===== config.mk =====
export PLATFORM = sky130hd
export DESIGN_NAME = irqPendTracker
export DESIGN_NICKNAME = d
export VERILOG_FILES = /design/src/rtl/irqPendPkg.sv /design/src/rtl/irqLineMap.sv /design/src/rtl/irqPendCtrl.sv /design/src/rtl/irqPendDatapath.sv /design/src/rtl/irqPendTracker.sv
export SDC_FILE = /design/constraint.sdc
export NUM_CORES = 1
export LEC_CHECK = 0
export BUFFER_PORTS_ARGS = -buffer_cell sky130_fd_sc_hd__buf_2
export CORE_ASPECT_RATIO = 0.6
export CORE_UTILIZATION = 55
export CTS_CLUSTER_SIZE = 40
export DETAILED_ROUTE_END_ITERATION = 16
export PLACE_DENSITY = 0.82
export SYNTH_ARGS = -nofsm -noshare
export SYNTH_HDL_FRONTEND = slang
export SYNTH_SLANG_ARGS = --single-unit

===== constraint.sdc =====
create_clock -name clk -period 1.95 [get_ports clk]
set_input_delay 0.2925 -clock clk [delete_from_list [all_inputs] [get_ports clk]]
set_output_delay 0.2925 -clock clk [all_outputs]
set_load 0.005 [all_outputs]

===== src/rtl/irqPendPkg.sv =====
package irqPendPkg;
  typedef enum logic [2:0] {
    OP_NONE     = 3'd0,
    OP_SET_EN   = 3'd1,
    OP_CLR_EN   = 3'd2,
    OP_SET_PEND = 3'd3,
    OP_CLR_PEND = 3'd4,
    OP_TRIG     = 3'd5
  } wrOpT;

  typedef struct packed {
    logic setEn;
    logic clrEn;
    logic setPend;
    logic clrPend;
    logic trigWr;
    logic rdReq;
  } ctrlStrobeT;
endpackage


===== src/rtl/irqLineMap.sv =====
// Folds the flat wire vector onto (ID, processor) cells: cell = id*NUM_CPU + cpu.
module irqLineMap #(
  parameter int NUM_CPU    = 4,
  parameter int NUM_SHARED = 32,
  parameter int PRIV       = 32,
  localparam int NUM_ID    = PRIV + NUM_SHARED,
  localparam int NUM_IN    = NUM_SHARED + NUM_CPU * PRIV,
  localparam int NUM_CELL  = NUM_ID * NUM_CPU
) (
  input  logic [NUM_IN-1:0]   irqLines,
  output logic [NUM_CELL-1:0] cellIn
);
  for (genvar id = 0; id < NUM_ID; id++) begin : g_id
    for (genvar cpu = 0; cpu < NUM_CPU; cpu++) begin : g_cpu
      if (id < PRIV) begin : g_priv
        assign cellIn[id*NUM_CPU+cpu] = irqLines[NUM_SHARED + cpu*PRIV + id];
      end else begin : g_shared
        assign cellIn[id*NUM_CPU+cpu] = irqLines[id - PRIV];
      end
    end
  end
endmodule


===== src/rtl/irqPendCtrl.sv =====
module irqPendCtrl
  import irqPendPkg::*;
(
  input  logic       clk,
  input  logic       rstN,
  input  logic       wrEn,
  input  logic [2:0] wrOp,
  input  logic       rdEn,
  output ctrlStrobeT strobes
);
  wrOpT opDec;

  always_comb begin
    opDec   = wrOpT'(wrOp);
    strobes = '0;
    strobes.rdReq = rdEn;
    if (wrEn) begin
      case (opDec)
        OP_SET_EN:   strobes.setEn   = 1'b1;
        OP_CLR_EN:   strobes.clrEn   = 1'b1;
        OP_SET_PEND: strobes.setPend = 1'b1;
        OP_CLR_PEND: strobes.clrPend = 1'b1;
        OP_TRIG:     strobes.trigWr  = 1'b1;
        default:     ;
      endcase
    end
  end

  AST_ONE_OP: assert property (@(posedge clk) disable iff (!rstN)
    $onehot0({strobes.setEn, strobes.clrEn, strobes.setPend, strobes.clrPend, strobes.trigWr}));
endmodule


===== src/rtl/irqPendDatapath.sv =====
module irqPendDatapath
  import irqPendPkg::*;
#(
  parameter int NUM_CPU    = 4,
  parameter int NUM_SHARED = 32,
  parameter int PRIV       = 32,
  localparam int NUM_ID    = PRIV + NUM_SHARED,
  localparam int NUM_CELL  = NUM_ID * NUM_CPU,
  localparam int ID_WORDS  = NUM_ID / PRIV,
  localparam int WORD_W    = (ID_WORDS > 1) ? $clog2(ID_WORDS) : 1,
  localparam int CPU_W     = (NUM_CPU > 1) ? $clog2(NUM_CPU) : 1
) (
  input  logic                clk,
  input  logic                rstN,
  input  logic [NUM_CELL-1:0] cellIn,
  input  ctrlStrobeT          strobes,
  input  logic [WORD_W-1:0]   wrWord,
  input  logic [CPU_W-1:0]    wrCpu,
  input  logic [PRIV-1:0]     wrData,
  input  logic [WORD_W-1:0]   rdWord,
  output logic [PRIV-1:0]     rdData
);
  logic [NUM_CELL-1:0] levelQ, latchQ, latchD, setHit, clrHit, riseSet, effPend, edgeCell, edgeRise;
  logic [NUM_ID-1:0]   enQ, enD, trigQ, trigD, idPend;
  logic [PRIV-1:0]     rdSel;

  for (genvar id = 0; id < NUM_ID; id++) begin : g_id
    localparam int WORD = id / PRIV;
    localparam int BITP = id % PRIV;
    logic hitBit, wordSel;
    assign wordSel = (wrWord == WORD_W'(WORD));
    assign hitBit  = wrData[BITP] && wordSel;

    always_comb begin
      enD[id] = enQ[id];
      if (strobes.setEn && hitBit)      enD[id] = 1'b1;
      else if (strobes.clrEn && hitBit) enD[id] = 1'b0;
      trigD[id] = (strobes.trigWr && wordSel) ? wrData[BITP] : trigQ[id];
    end

    for (genvar cpu = 0; cpu < NUM_CPU; cpu++) begin : g_cpu
      localparam int CELL = id * NUM_CPU + cpu;
      logic cpuHit;
      if (id >= PRIV) begin : g_all
        assign cpuHit = 1'b1;
      end else begin : g_one
        assign cpuHit = (wrCpu == CPU_W'(cpu));
      end
      assign setHit[CELL]   = strobes.setPend && hitBit && cpuHit;
      assign clrHit[CELL]   = strobes.clrPend && hitBit && cpuHit;
      assign edgeCell[CELL] = trigQ[id];
      assign riseSet[CELL]  = cellIn[CELL] && !levelQ[CELL] && (trigQ[id] || enQ[id]);
      assign latchD[CELL]   = (latchQ[CELL] && !clrHit[CELL]) || setHit[CELL] || riseSet[CELL];
      assign effPend[CELL]  = latchQ[CELL] || (levelQ[CELL] && !trigQ[id]);
    end

    assign idPend[id] = |effPend[id*NUM_CPU +: NUM_CPU];
  end

  assign edgeRise = cellIn & ~levelQ & edgeCell;

  always_comb begin
    rdSel = '0;
    for (int w = 0; w < ID_WORDS; w++) begin
      if (rdWord == WORD_W'(w)) rdSel = idPend[w*PRIV +: PRIV];
    end
  end

  always_ff @(posedge clk) begin
    if (!rstN) begin
      levelQ <= '0;
      latchQ <= '0;
      enQ    <= '0;
      trigQ  <= '0;
      rdData <= '0;
    end else begin
      levelQ <= cellIn;
      latchQ <= latchD;
      enQ    <= enD;
      trigQ  <= trigD;
      if (strobes.rdReq) rdData <= rdSel;
    end
  end

  AST_RESET_STATE: assert property (@(posedge clk) disable iff (!rstN)
    $rose(rstN) |-> (levelQ == '0 && latchQ == '0 && enQ == '0 && trigQ == '0));

  AST_IDLE_HOLD: assert property (@(posedge clk) disable iff (!rstN)
    (!strobes.setPend && !strobes.clrPend && cellIn == levelQ) |=> $stable(latchQ));

  AST_NO_SILENT_CLEAR: assert property (@(posedge clk) disable iff (!rstN)
    !strobes.clrPend |=> ((latchQ & $past(latchQ)) == $past(latchQ)));

  AST_EDGE_LATCH: assert property (@(posedge clk) disable iff (!rstN)
    (|edgeRise) |=> ((latchQ & $past(edgeRise)) == $past(edgeRise)));
endmodule


===== src/rtl/irqPendTracker.sv =====
module irqPendTracker
  import irqPendPkg::*;
#(
  parameter int NUM_CPU    = 4,
  parameter int NUM_SHARED = 32,
  localparam int PRIV      = 32,
  localparam int NUM_ID    = PRIV + NUM_SHARED,
  localparam int NUM_IN    = NUM_SHARED + NUM_CPU * PRIV,
  localparam int NUM_CELL  = NUM_ID * NUM_CPU,
  localparam int ID_WORDS  = NUM_ID / PRIV,
  localparam int WORD_W    = (ID_WORDS > 1) ? $clog2(ID_WORDS) : 1,
  localparam int CPU_W     = (NUM_CPU > 1) ? $clog2(NUM_CPU) : 1
) (
  input  logic              clk,
  input  logic              rstN,
  input  logic [NUM_IN-1:0] irqLines,
  input  logic              wrEn,
  input  logic [2:0]        wrOp,
  input  logic [WORD_W-1:0] wrWord,
  input  logic [CPU_W-1:0]  wrCpu,
  input  logic [PRIV-1:0]   wrData,
  input  logic              rdEn,
  input  logic [WORD_W-1:0] rdWord,
  output logic [PRIV-1:0]   rdData
);
  logic [NUM_CELL-1:0] cellIn;
  ctrlStrobeT          strobes;

  irqLineMap #(.NUM_CPU(NUM_CPU), .NUM_SHARED(NUM_SHARED), .PRIV(PRIV)) uMap (
    .irqLines(irqLines),
    .cellIn  (cellIn)
  );

  irqPendCtrl uCtrl (
    .clk    (clk),
    .rstN   (rstN),
    .wrEn   (wrEn),
    .wrOp   (wrOp),
    .rdEn   (rdEn),
    .strobes(strobes)
  );

  irqPendDatapath #(.NUM_CPU(NUM_CPU), .NUM_SHARED(NUM_SHARED), .PRIV(PRIV)) uData (
    .clk    (clk),
    .rstN   (rstN),
    .cellIn (cellIn),
    .strobes(strobes),
    .wrWord (wrWord),
    .wrCpu  (wrCpu),
    .wrData (wrData),
    .rdWord (rdWord),
    .rdData (rdData)
  );
endmodule


# Word-level counts from Yosys, hierarchy flattened
# Cells that the tools add are included.
[word_totals]
ff_bits = 669
output_inout_bits = 32
wordCells = 3256
[op_classes]
eq_ne = 8
muxes = 135
bitwise = 1
n_reduce_logical = 3043
[op_table]
columns = ["cell", "count"]
rows = [
  ["$logic_and A1 B1 Y1", 1602],
  ["$logic_or A1 B1 Y1", 832],
  ["$logic_not A1 Y1", 480],
  ["$reduce_or A4 Y1", 64],
  ["$mux W1", 133],
  ["$reduce_bool A2 Y1", 64],
  ["$mux W32", 1],
  ["$eq A3 B2 Y1 const B", 2],
  ["$eq A3 B3 Y1 const B", 2],
  ["$mux W5", 1],
  ["$eq A2 B2 Y1 const B", 2],
  ["$eq A3 B1 Y1 const B", 1],
  ["$eq A2 B1 Y1 const B", 1],
  ["$logic_not A2 Y1", 1],
  ["$not A1 Y1", 1],
]

# Logic depth before layout (Yosys ltp)
[depth]
depth_word = 9
depth_mapped = 7
depth_no_buf = 3

# Cells and area by module
# Synthesis repeated with hierarchy kept, for this count alone.
[unflattened]
cells_unflattened = 3243
hier_area_um2 = 29244.3
[modules_own_cells]
columns = ["module", "n_inst", "cells_each", "area_each_um2", "seq_area_each_um2"]
rows = [
  ["irqPendDatapath", 1, 2981, 27254.9, 13452.9],
  ["irqLineMap", 1, 256, 1921.8, 0.0],
  ["irqPendCtrl", 1, 6, 67.6, 0.0],
]

# Least setup slack after synthesis
# OpenSTA, ideal clock, no wires.
[synth_path]
path_kind = "input port to flip-flop"
start = "input port wrOp[0]"
end = "register uData.latchQ[108]"
setup_time_ns = 0.132
arrival_ns = 1.354
required_time_ns = 1.818
slack_ns = 0.463
stages = 7
path_cell_list = "nand4bb_4 > buf_6 > buf_6 > buf_6 > buf_6 > o31ai_1 > a31oi_1"
[synth_via]
elab_chain_cells = 9
[synth_rtl]
columns = ["item", "line_no", "source"]
rows = [
  ["from (decl)", "irqPendTracker.sv:18", "input logic [2:0] wrOp,"],
  ["$eq A3 B3 Y1", "irqPendCtrl.sv:18", "case (opDec)"],
  ["$mux W1", "irqPendCtrl.sv:18", ""],
  ["$mux W5 *", "irqPendCtrl.sv:17", "if (wrEn) begin"],
  ["$logic_and A1 B1 Y1 (2 in a row)", "irqPendDatapath.sv:50", "assign clrHit[CELL] = strobes.clrPend && hitBit && cpuHit;"],
  ["$logic_not A1 Y1", "irqPendDatapath.sv:53", "assign latchD[CELL] = (latchQ[CELL] && !clrHit[CELL]) || setHit[CELL] || riseSet[CELL];"],
  ["$logic_and A1 B1 Y1", "irqPendDatapath.sv:53", ""],
  ["$logic_or A1 B1 Y1 * (2 in a row)", "irqPendDatapath.sv:53", ""],
  ["to (signal assigned)", "irqPendDatapath.sv:78", "latchQ <= latchD;"],
  ["to (decl)", "irqPendDatapath.sv:23", "logic [NUM_CELL-1:0] levelQ, latchQ, latchD, setHit, clrHit, riseSet, effPend, edgeCell, edgeRise;"],
]
# Mark *: on every way between the ends. The rest lies on a longest branch, timed or not.
# A chain may end at the register's enable or synchronous reset.

# Worst setup path after layout
[layout_path]
start = "register uData.levelQ[76]"
end = "register uData.rdData[19]"
[layout_via]
elab_chain_cells = 4
[layout_rtl]
columns = ["item", "line_no", "source"]
rows = [
  ["from (decl)", "irqPendDatapath.sv:23", ""],
  ["from (signal assigned)", "irqPendDatapath.sv:77", "levelQ <= cellIn;"],
  ["$logic_and A1 B1 Y1", "irqPendDatapath.sv:54", "assign effPend[CELL] = latchQ[CELL] || (levelQ[CELL] && !trigQ[id]);"],
  ["$logic_or A1 B1 Y1", "irqPendDatapath.sv:54", ""],
  ["$reduce_or A4 Y1", "irqPendDatapath.sv:57", "assign idPend[id] = |effPend[id*NUM_CPU +: NUM_CPU];"],
  ["$mux W32", "irqPendDatapath.sv:65", "if (rdWord == WORD_W'(w)) rdSel = idPend[w*PRIV +: PRIV];"],
  ["to (signal assigned)", "irqPendDatapath.sv:81", "if (strobes.rdReq) rdData <= rdSel;"],
  ["to (decl)", "irqPendDatapath.sv:21", "output logic [PRIV-1:0] rdData"],
]
# Every way passes these cells.

==> impl_metrics.toml <==
[clock_tree]
cts_max_level = 2
clock_sinks = 576
cts_buffers = 51
cts_tree = "done"
postCtsSetupRepairBufs = 0
clock_latency_ns = 0.59
cts_buffer_depth = 3
clkTransAtPathRegs_ns = 0.07
cts-root-buf = "clkbuf_16"

[synthesis]
synth_top_area_share_pct = 50.4
syn_area_per_cell_um2 = 9.01
synth_edf_count = 0
synth_top_area_cell = "dfxtp_1"
synth-seq-cells = 576
synthCells = 2542
synth_nets = 2745
netlist_top_cells_area = "dfxtp_1 (50%), a21oi_1 (4.2%), o21ai_0 (4.2%), nand3b_1 (4.2%), o31ai_1 (4.2%)"
synthArstFlopShare_pct = 0
synthTopCellsByCount = "dfxtp_1 (576), a21oi_1 (192), o21ai_0 (192)"
synth.distinct_cells = 30
yosys_warnings = 0
yosysSeqAreaShare_pct = 50.4
ys.flop_type = "dfxtp_1"
post-synth-top-count-cell = "dfxtp_1"
syn_area_um2 = 22900

[run]
maxCapViolations = 0

[timing]
rsz0062_at_grt = "no"
fin_ws_ns = 0.381
setup_viol = 0
post-route-min-period_ns = 1.57
tightest_slew_ns = 1.10
slew_headroom_pct = 26.9
final_hold_viol_count = 0
tns_ns = 0
clock_skew_ns = 0.0197
slew_viol_final = 0
min_period_over_period_pct = 80.5
clock.fmax_mhz = 637

[placement]
place_inst = 3197
routabilityCongestion = 0.954
io_buffers = 234
pre_cts_ws_ns = 0.151
hpwlAfterDp_um = 51300
place_area_um2 = 24600

[floorplanning]
ios = 235
die_area_um2 = 42500
fp.coreArea_um2 = 40700
die_x_um = 265
row_count = 57
initial_core_util_pct = 56.2
dieHeight_um = 160

[finish]
syn2layout_area_growth_pct = 22.0
instances_no_fill = 3455
finalInstanceArea_um2 = 27900
drive_above_1_share_pct = 14.2
nNetsFinal = 3051
num-fill-cells = 2958
multiInputGateArea_um2 = 10500
seq_area_um2 = 11500

[grt]
grt_pass1_wl_um = 122000
grt_usage_pct = 36.5
antenna_found_initial = 9
grt_overflow = 0
grt_max_degree = 205
grt_pass1_vias = 21300

[critical_path]
cp-start-kind = "register"
cp.required_ns = 2.43
cp-end-kind = "register"
path_max_fanout = 2
critPathKind = "reg -> reg"
cp.arrival_ns = 2.05

[detailed_routing]
drtPass1Iterations = 7
routedWlPerCell_um = 23.3
drc = 0
drt_iter0_drc = 3428
drtAntennaViolNets = 0
vias = 22500
vias_per_cell = 6.50
wl_um = 80600

[power_and_ir_drop]
p_leak_nw = 10.2
fin_total_pwr_w = 0.0254
ir_drop_uv = 713
cellPowerDensity_nw_per_um2 = 908

[worst_hold_path]
hold_class = "in -> reg"

[outcome]
outcome = "complete, no violations"
==> kinds of logic after synthesis <==
logic type,synth area share [%]
AND/OR/NAND/NOR,23.0
AO/OA/AOI/OAI,19.9
flip-flops,50.4
buffers and inverters,3.93
multiplexers,2.80
==> cells in the final DEF (no fill, tap or decap), types with 2 or more instances in the layout <==
master / count
o31ai_1: 128
o32a_1: 32
buf_2: 232
a32o_1: 32
clkbuf_16: 53
nand4b_1: 30
dfxtp_1: 576
o21ai_0: 192
clkbuf_8: 11
o211ai_1: 32
or2_2: 33
inv_1: 32
nand2b_1: 66
mux2i_1: 64
buf_4: 33
clkinv_2: 17
clkbuf_1: 5
nand2_1: 161
nor4_1: 34
and2_1: 130
diode_2: 8
dlygate4sd3_1: 158
nor3_1: 61
bufinv_16: 5
nor2_2: 2
a21oi_1: 192
a31oi_1: 128
nor2b_2: 2
nor2_1: 98
nand4_1: 2
nor2b_1: 33
buf_12: 15
nand3_1: 162
nand4bb_4: 2
nand3b_1: 128
==> path summary, 6_finish.rpt <==
path,cells after the start,startpoint,slack (ns),end
worst min register to register,1,uData.rdData[18]$_SDFFE_PN0P_,0.46,uData.rdData[18]$_SDFFE_PN0P_
worst max-delay path,3,uData.levelQ[76]$_SDFF_PN0_,0.38,uData.rdData[19]$_SDFFE_PN0P_
worst max register to register,3,uData.levelQ[76]$_SDFF_PN0_,0.38,uData.rdData[19]$_SDFFE_PN0P_
worst min-delay path,3,wrData[0],0.01,uData.enQ[32]$_SDFFE_PN0P_
==> per-stage QoR <==
| stage | hold slack (ns) | utilization [%] |
|---|---|---|
| 4_1_cts | 0.00149 | 68.6 |
| 5_1_grt | 0.0223 | 68.6 |
| 6_report | 0.0120 | 68.6 |
| 3_3_place_gp | 0.444 | 60.4 |
| 2_1_floorplan | 0.414 | - |
| 3_5_place_dp | 0.449 | 60.4 |
==> critical path: stages, from the launching register on <==
cell and delay [ns]:
dfxtp_1 0.33, nor4_1 0.53, o211ai_1 0.29, a32o_1 0.32
==> metal layers <==
metal  up-vias  global-route usage [%]  share of wire, %
li1       9875                       -                 -
met1     10500                    50.2                40
met2      1712                    51.0                41
met3       313                    14.4                16
met4         4                    14.3               3.8
met5         -                       0             0.033
==> registers in the layout, summed over array words and instances (netlist names) <==
signal	flops
uData.latchQ	256
uData.levelQ	160
uData.enQ	64
uData.trigQ	64
uData.rdData	32
==> area by class of cell <==
cell class,instances,share of cell area (%)
clock buffers,69,5.36
multi-input cells,1747,37.6
well taps,560,2.51
clock inverters,23,0.869
inverters,33,0.470
diodes,8,0.0716
flip-flops and latches,576,41.3
repair buffers,439,11.8
==> repair_timing <==
item	4_1_cts	5_1_grt
setup endpoints to repair	0	0
endpoints found under the hold margin	163	0
hold buffers	158	0
gates resized for setup	0	0
==> where the power goes <==
| part | total [W] | internal [W] | switching (W) |
|---|---|---|---|
| Sequential | 0.0124 | 0.0121 | 0.000229 |
| Combinational | 0.00246 | 0.000951 | 0.00151 |
| Clock | 0.0105 | 0.00603 | 0.00452 |
(Power assumes the default switching activity.)
